$ cat src/rtl/gcsr_pkg.sv
package gcsr_pkg;
    localparam int DATA_W = 16;
    localparam int CODE_W = 4;

    typedef logic [DATA_W-1:0] word_t;

    // bit0 suspend .. bit4 packet flag (first member is the MSB)
    typedef struct packed {
        logic intr;
        logic ien;
        logic force_on;
        logic mode;
        logic spnd;
    } wake_bits_t;

    localparam int WAKE_W = $bits(wake_bits_t);

    typedef struct packed {
        logic rst_pin;
        logic rst_reg_rd;
        logic stop;
    } clr_src_t;

    typedef struct packed {
        logic [CODE_W-1:0] tlen;
        logic [CODE_W-1:0] rlen;
    } ring_t;

    typedef enum logic [1:0] {
        SEL_NONE,
        SEL_WAKE,
        SEL_RING,
        SEL_FLT
    } sel_e;

    function automatic word_t pack_wake(wake_bits_t w);
        return {{(DATA_W-WAKE_W){1'b0}}, w};
    endfunction

    function automatic word_t pack_ring(ring_t r);
        return {r, {(DATA_W-$bits(ring_t)){1'b0}}};
    endfunction
endpackage

$ cat src/rtl/gcsr_decode.sv
module gcsr_decode
    import gcsr_pkg::*;
#(
    parameter int IDX_W     = 4,
    parameter int WAKE_IDX  = 5,
    parameter int RING_IDX  = 6,
    parameter int FLT_BASE  = 8,
    parameter int FLT_WORDS = 4,
    localparam int FSEL_W   = (FLT_WORDS > 1) ? $clog2(FLT_WORDS) : 1
) (
    input  logic [IDX_W-1:0]  idx,
    output sel_e              sel,
    output logic [FSEL_W-1:0] fsel
);
    int unsigned idx_i;

    always_comb begin
        idx_i = 32'(idx);
        sel   = SEL_NONE;
        fsel  = '0;
        if (idx_i == WAKE_IDX) begin
            sel = SEL_WAKE;
        end else if (idx_i == RING_IDX) begin
            sel = SEL_RING;
        end else if (idx_i >= FLT_BASE && idx_i < FLT_BASE + FLT_WORDS) begin
            sel  = SEL_FLT;
            fsel = FSEL_W'(idx_i - FLT_BASE);
        end
    end
endmodule

$ cat src/rtl/gcsr_wake_ctl.sv
module gcsr_wake_ctl
    import gcsr_pkg::*;
(
    input  logic       clk,
    input  logic       rst,
    input  logic       wr_en,
    input  wake_bits_t wr_bits,
    input  clr_src_t   clr,
    input  logic       pkt_rx,
    input  logic       sleep_pin,
    output wake_bits_t bits,
    output logic       wake_mode,
    output logic       sleep_req,
    output logic       irq
);
    wake_bits_t nxt;
    logic       hard_clr;

    assign hard_clr = clr.rst_pin | clr.rst_reg_rd;

    always_comb begin
        nxt = bits;
        if (wr_en) begin
            nxt.spnd     = wr_bits.spnd;
            nxt.mode     = wr_bits.mode;
            nxt.force_on = wr_bits.force_on;
            nxt.ien      = wr_bits.ien;
            if (wr_bits.intr) nxt.intr = 1'b0;
        end
        if (pkt_rx) nxt.intr = 1'b1;
        if (clr.stop) begin
            nxt.spnd = 1'b0;
            nxt.ien  = 1'b0;
        end
        if (hard_clr) nxt = '0;
    end

    always_ff @(posedge clk) begin
        if (rst) begin
            bits <= '0;
            irq  <= 1'b0;
        end else begin
            bits <= nxt;
            irq  <= bits.intr & bits.ien;
        end
    end

    assign wake_mode = bits.mode & (bits.force_on | sleep_pin);
    assign sleep_req = sleep_pin & ~bits.mode;

    a_r3_spnd_cleared: assert property (@(posedge clk) disable iff (rst)
        (clr.stop | clr.rst_pin | clr.rst_reg_rd) |=> !bits.spnd);

    a_r4_stop_keeps_mode: assert property (@(posedge clk) disable iff (rst)
        (clr.stop && !hard_clr && !wr_en) |=>
            (bits.mode == $past(bits.mode) && bits.force_on == $past(bits.force_on)));

    a_r5_ien_cleared: assert property (@(posedge clk) disable iff (rst)
        (clr.stop | hard_clr) |=> !bits.ien);

    a_r6_set_wins: assert property (@(posedge clk) disable iff (rst)
        (pkt_rx && !hard_clr) |=> bits.intr);

    a_r7_irq_masked: assert property (@(posedge clk) disable iff (rst)
        !bits.ien |=> !irq);

    a_r8_mode_prereq: assert property (@(posedge clk) disable iff (rst)
        !bits.mode |-> !wake_mode);
endmodule

$ cat src/rtl/gcsr_ring_hold.sv
module gcsr_ring_hold
    import gcsr_pkg::*;
(
    input  logic              clk,
    input  logic              rst,
    input  logic              load,
    input  logic [CODE_W-1:0] tlen,
    input  logic [CODE_W-1:0] rlen,
    output ring_t             ring
);
    always_ff @(posedge clk) begin
        if (rst) begin
            ring <= '0;
        end else if (load) begin
            ring.tlen <= tlen;
            ring.rlen <= rlen;
        end
    end

    a_r9_ring_hold: assert property (@(posedge clk) disable iff (rst)
        !load |=> $stable(ring));
endmodule

$ cat src/rtl/gcsr_filter_bank.sv
module gcsr_filter_bank
    import gcsr_pkg::*;
#(
    parameter int FLT_WORDS = 4,
    localparam int FSEL_W   = (FLT_WORDS > 1) ? $clog2(FLT_WORDS) : 1,
    localparam int FLT_W    = FLT_WORDS * DATA_W
) (
    input  logic              clk,
    input  logic              rst,
    input  logic              wr_en,
    input  logic [FSEL_W-1:0] fsel,
    input  word_t             wdata,
    output word_t             rd_word,
    output logic [FLT_W-1:0]  flt_vec
);
    word_t words [FLT_WORDS];

    for (genvar gi = 0; gi < FLT_WORDS; gi++) begin : g_word
        always_ff @(posedge clk) begin
            if (rst) begin
                words[gi] <= '0;
            end else if (wr_en && (32'(fsel) == gi)) begin
                words[gi] <= wdata;
            end
        end
        assign flt_vec[gi*DATA_W +: DATA_W] = words[gi];
    end

    assign rd_word = words[fsel];
endmodule

$ cat src/rtl/nic_gated_csr_bank.sv
module nic_gated_csr_bank
    import gcsr_pkg::*;
#(
    parameter int IDX_W     = 4,
    parameter int WAKE_IDX  = 5,
    parameter int RING_IDX  = 6,
    parameter int FLT_BASE  = 8,
    parameter int FLT_WORDS = 4,
    localparam int FSEL_W   = (FLT_WORDS > 1) ? $clog2(FLT_WORDS) : 1,
    localparam int FLT_W    = FLT_WORDS * DATA_W
) (
    input  logic              clk,
    input  logic              rst,
    input  logic [IDX_W-1:0]  acc_idx,
    input  logic              acc_wr,
    input  logic [DATA_W-1:0] acc_wdata,
    input  logic              acc_rd,
    output logic [DATA_W-1:0] rd_data,
    output logic              rd_valid,
    input  logic              stop_in,
    input  logic              rst_pin,
    input  logic              rst_reg_rd,
    input  logic              sleep_pin,
    input  logic              pkt_rx,
    input  logic              init_load,
    input  logic [CODE_W-1:0] init_tlen,
    input  logic [CODE_W-1:0] init_rlen,
    output logic              wake_mode,
    output logic              sleep_req,
    output logic              irq,
    output logic [FLT_W-1:0]  filter_vec
);
    sel_e              sel;
    logic [FSEL_W-1:0] fsel;
    wake_bits_t        wbits;
    ring_t             ring;
    word_t             flt_word;
    word_t             rd_next;
    clr_src_t          clr;
    logic              gate_open;

    assign clr       = '{rst_pin: rst_pin, rst_reg_rd: rst_reg_rd, stop: stop_in};
    assign gate_open = stop_in | wbits.spnd;

    gcsr_decode #(
        .IDX_W(IDX_W), .WAKE_IDX(WAKE_IDX), .RING_IDX(RING_IDX),
        .FLT_BASE(FLT_BASE), .FLT_WORDS(FLT_WORDS)
    ) u_decode (
        .idx (acc_idx),
        .sel (sel),
        .fsel(fsel)
    );

    gcsr_wake_ctl u_wake (
        .clk      (clk),
        .rst      (rst),
        .wr_en    (acc_wr && sel == SEL_WAKE),
        .wr_bits  (wake_bits_t'(acc_wdata[WAKE_W-1:0])),
        .clr      (clr),
        .pkt_rx   (pkt_rx),
        .sleep_pin(sleep_pin),
        .bits     (wbits),
        .wake_mode(wake_mode),
        .sleep_req(sleep_req),
        .irq      (irq)
    );

    gcsr_ring_hold u_ring (
        .clk (clk),
        .rst (rst),
        .load(init_load),
        .tlen(init_tlen),
        .rlen(init_rlen),
        .ring(ring)
    );

    gcsr_filter_bank #(.FLT_WORDS(FLT_WORDS)) u_filter (
        .clk    (clk),
        .rst    (rst),
        .wr_en  (acc_wr && sel == SEL_FLT && gate_open),
        .fsel   (fsel),
        .wdata  (acc_wdata),
        .rd_word(flt_word),
        .flt_vec(filter_vec)
    );

    always_comb begin
        unique case (sel)
            SEL_WAKE: rd_next = pack_wake(wbits);
            SEL_RING: rd_next = gate_open ? pack_ring(ring) : '0;
            SEL_FLT:  rd_next = gate_open ? flt_word : '0;
            default:  rd_next = '0;
        endcase
    end

    always_ff @(posedge clk) begin
        if (rst) begin
            rd_data  <= '0;
            rd_valid <= 1'b0;
        end else begin
            rd_valid <= acc_rd;
            if (acc_rd) rd_data <= rd_next;
        end
    end

    a_r2_rd_valid: assert property (@(posedge clk) disable iff (rst)
        acc_rd |=> rd_valid);

    a_r11_closed_read_zero: assert property (@(posedge clk) disable iff (rst)
        (acc_rd && !gate_open && (sel == SEL_RING || sel == SEL_FLT)) |=> rd_data == '0);

    a_r11_closed_no_write: assert property (@(posedge clk) disable iff (rst)
        !gate_open |=> $stable(filter_vec));
endmodule

$ cat config.mk
export PLATFORM = sky130hd
export DESIGN_NAME = nic_gated_csr_bank
export DESIGN_NICKNAME = d
export VERILOG_FILES = /design/src/rtl/gcsr_pkg.sv /design/src/rtl/gcsr_decode.sv /design/src/rtl/gcsr_wake_ctl.sv /design/src/rtl/gcsr_ring_hold.sv /design/src/rtl/gcsr_filter_bank.sv /design/src/rtl/nic_gated_csr_bank.sv
export SDC_FILE = /design/constraint.sdc
export NUM_CORES = 1
export LEC_CHECK = 0
export CORE_UTILIZATION = 48
export CTS_CLUSTER_SIZE = 28
export DETAILED_ROUTE_END_ITERATION = 8
export PLACE_DENSITY = 0.81
export SLEW_MARGIN = 0
export SYNTH_ARGS = -nofsm -noshare
export SYNTH_HDL_FRONTEND = slang
export SYNTH_HIERARCHICAL = 1
export SYNTH_SLANG_ARGS = --single-unit
$ cat constraint.sdc
create_clock -name clk -period 5.2 [get_ports clk]
set_clock_uncertainty 0.1 [all_clocks]
set_input_delay 0.78 -clock clk [delete_from_list [all_inputs] [get_ports clk]]
set_output_delay 0.78 -clock clk [all_outputs]
set_load 0.02 [all_outputs]
==> results.toml <==
[cts]
cts.path.max_buffers = 2
insertion_delay_ns = 0.35
cts_hold_buf = 0
post_cts_buffers = 0
cts_tree = "built"
cts_inserted_buffers = 9
cts-root-buf = "clkbuf_8"
cts_resized = 0
htree_levels = 3
path_clk_slew_ns = 0.08
cts_sinks = 95

[setup_path]
worstSetupEndpointType = "flip-flop"
cpMostUsedCell = "inv_1"
cp-startpoint = "acc_idx[1]"
critical_path.max_stage_delay_ns = 0.81
r2r-start = "u_wake/bits[0]$_SDFFE_PP0P_"
worst_ep_required_time_ns = 5.08
reg2regPathDepth = 4
cp_max_fo = 17
cp_num_buf_inv = 3
critical_path_class = "in -> reg"
rr_endpoint = "u_filter/words[3][13]$_SDFFCE_PN0P_"
ff2ff_setup_slack_ns = 2.66
endpoint = "u_filter/words[3][13]$_SDFFCE_PN0P_"
critPathLaunchType = "primary input"
cp_top_family = "compound AO/OA/AOI/OAI gates"
crit_arrival_ns = 3.61
worst_path_max_delay_cell = "o21bai_2"
cp_cell_sequence = "clkdlybuf4s50_1 -> inv_1 -> o31ai_1 -> o211a_4 -> and2_2 -> inv_1 -> o21bai_2"
crit_cells = 7

[synthesis]
ys_top_cells_by_area = "edfxtp_1 (46%), dfxtp_1 (15%), nor2_1 (7.4%), mux4_2 (4.9%), mux2i_1 (4.8%)"
synth_top_cell_area_share = 0.465
synth_warnings = 6
yosys.cell_count.top_type = "nor2_1"
synth_edf_count = 64
seq_area_frac_synth = 0.615
synth.avg_cell_area_um2 = 13.0
ys_ff_latch = 95
ys_types = 39
syn-num-nets = 357
synth_ff_type = "edfxtp_1"
synth_area_leader_cell = "edfxtp_1"
async_reset_ff_frac = 0
ys_top_cells_by_count = "nor2_1 (82), edfxtp_1 (64), dfxtp_1 (31)"
netlist_area_mm2 = 0.00414
synth_cells = 319

[pwr]
power.density_mw_per_mm2 = 286
sw_frac_of_total = 0.241
power.internal_mw = 1.21
p_leak_nw = 1.92
peakVddDrop_mv = 0.155
total_power_mw = 1.60
switching_power_mw = 0.384
p_seq_frac = 0.539
clock_power_share = 0.321
combPwrFrac = 0.140

[timing]
setup_ws_ns = 1.47
final.min_clock_period_ns = 3.73
relSlewSlack = 0.357
fmax_mhz = 268
fin_crit_sh = 0.718
rsz0062_at_grt = "no"
hold_viol_final = 0
whs_ns = 0.360
tightest_slew_ns = 0.963
finalSetupViolCount = 0
fin_tns_setup_ns = 0
slew_violations = 0

[routing]
postRouteAntennaNets = 0
vias = 2992
firstDrtPassIters = 5
drt-wirelength-per-cell_um = 19.5
wl_mm = 10.6
avgViaCountPerCell = 5.51
drt-initial-drc-count = 244
drc = 0

[floorplanning]
die_x_um = 94.8
rows = 33
dieArea_mm2 = 0.00899
coreArea_mm2 = 0.00826
num_io_pins = 122
start_util = 0.501
die_h_um = 94.8

[place]
pre_cts_ws_ns = 1.16
routabilityCongestion = 0.810
hpwl_mm = 7.78
port_buffers = 121

[grt]
grt_pass1_vias = 2960
grt_max_degree = 23
grt_overflow_total = 0
grt_usage = 0.248
antenna_found_initial = 0
grt_pass1_wl_mm = 16.0

[cells_and_area]
final_core_util = 0.677
diodes = 0
drive_gt1_frac = 0.0936
nNetsFinal = 471
areaGrowthSynthToFinish_pct = 35.2

[run]
maxCapViolCount = 0

[run_status]
status = "complete, no violations"

[min_path]
hold_class = "reg -> reg"
hold_path_depth = 2
==> cell type report <==
cell class | instances | area, µm²
inverters | 5 | 18.8
clock inverters | 5 | 52.6
clock buffers | 11 | 163
flip-flops and latches | 95 | 2540
multi-input cells | 197 | 1440
repair buffers | 125 | 1240
well taps | 105 | 131
fillers | 605 | 2670
==> power by group through the flow <==
stage | clock network (mW) | registers, mW | logic [mW]
2_1_floorplan | 0 | 0.910 | 0.0766
3_3_place_gp | 0 | 0.877 | 0.220
3_5_place_dp | 0 | 0.878 | 0.224
4_1_cts | 0.518 | 0.861 | 0.225
5_1_grt | 0.548 | 0.865 | 0.236
6_report | 0.512 | 0.861 | 0.224
==> worst min-delay path, stage by stage (launching register included) <==
cell and delay [ns]:
dfxtp_1 0.33, nand2_1 0.05, o21ai_0 0.05
==> placed cells by master (no fill, tap or decap), drive strengths merged <==
| cell type | synthesis | routed |
|---|---|---|
| a211oi | 4 | 4 |
| a21boi | 1 | 1 |
| a21oi | 3 | 3 |
| a22oi | 4 | 4 |
| a41o | 1 | 1 |
| and2 | 2 | 2 |
| and2b | 2 | 2 |
| buf | 20 | 4 |
| bufinv | 0 | 1 |
| clkbuf | 2 | 11 |
| clkdlybuf4s50 | 0 | 121 |
| clkinv | 0 | 3 |
| dfxtp | 31 | 31 |
| edfxtp | 64 | 64 |
| inv | 5 | 6 |
| mux2i | 20 | 20 |
| mux4 | 16 | 16 |
| nand2 | 10 | 10 |
| nand2b | 7 | 7 |
| nand3 | 3 | 3 |
| nand3b | 16 | 16 |
| nor2 | 82 | 82 |
| nor2b | 1 | 1 |
| nor3 | 2 | 2 |
| nor3b | 1 | 1 |
| o211a | 1 | 1 |
| o211ai | 2 | 2 |
| o21a | 1 | 1 |
| o21ai | 9 | 9 |
| o21ba | 1 | 1 |
| o21bai | 4 | 4 |
| o31ai | 2 | 2 |
| or2 | 1 | 1 |
| or3 | 1 | 1 |
==> worst min-delay path by stage <==
stage	from	endpoint	slack, ns
6_report	rd_data[12]$_SDFFE_PP0P_	rd_data[12]$_SDFFE_PP0P_	0.36
3_5_place_dp	rd_data[9]$_SDFFE_PP0P_	rd_data[9]$_SDFFE_PP0P_	0.35
2_1_floorplan	u_wake/bits[3]$_SDFFE_PP0P_	u_wake/irq$_SDFF_PP0_	0.32
4_1_cts	rd_data[9]$_SDFFE_PP0P_	rd_data[9]$_SDFFE_PP0P_	0.37
3_3_place_gp	rd_data[13]$_SDFFE_PP0P_	rd_data[13]$_SDFFE_PP0P_	0.34
5_1_grt	u_wake/bits[3]$_SDFFE_PP0P_	u_wake/irq$_SDFF_PP0_	0.39
==> flip-flops by register name, indices dropped and copies added (netlist names) <==
register	count
u_filter/words	64
rd_data	16
u_ring/ring	8
u_wake/irq	1
rd_valid	1
u_wake/bits	5
==> kinds of logic after synthesis <==
| group | Yosys count | synth area share |
|---|---|---|
| compound gates | 33 | 0.0566 |
| buf+inv | 27 | 0.0421 |
| flops | 95 | 0.615 |
| mux | 36 | 0.142 |
| simple gates | 128 | 0.145 |
==> layer usage <==
layer / vias up / wire (µm) / part of all wire / global-route usage
li1: 1381 / - / - / -
met1: 1447 / 4220 / 0.40 / 0.313
met2: 147 / 5460 / 0.52 / 0.430
met3: 17 / 703 / 0.066 / 0.0306
met4: 0 / 212 / 0.020 / 0.106
met5: - / 0 / 0 / 0
==> metrics by stage <==
| stage | instance area, µm² | std cells |
|---|---|---|
| after floorplan | 4140 | 319 |
| after global placement | 5380 | 527 |
| after detailed placement | 5380 | 527 |
| after CTS | 5590 | 543 |
| after global routing | 5590 | 543 |
| final | 5590 | 543 |
Power figures use the tool's default switching activity.
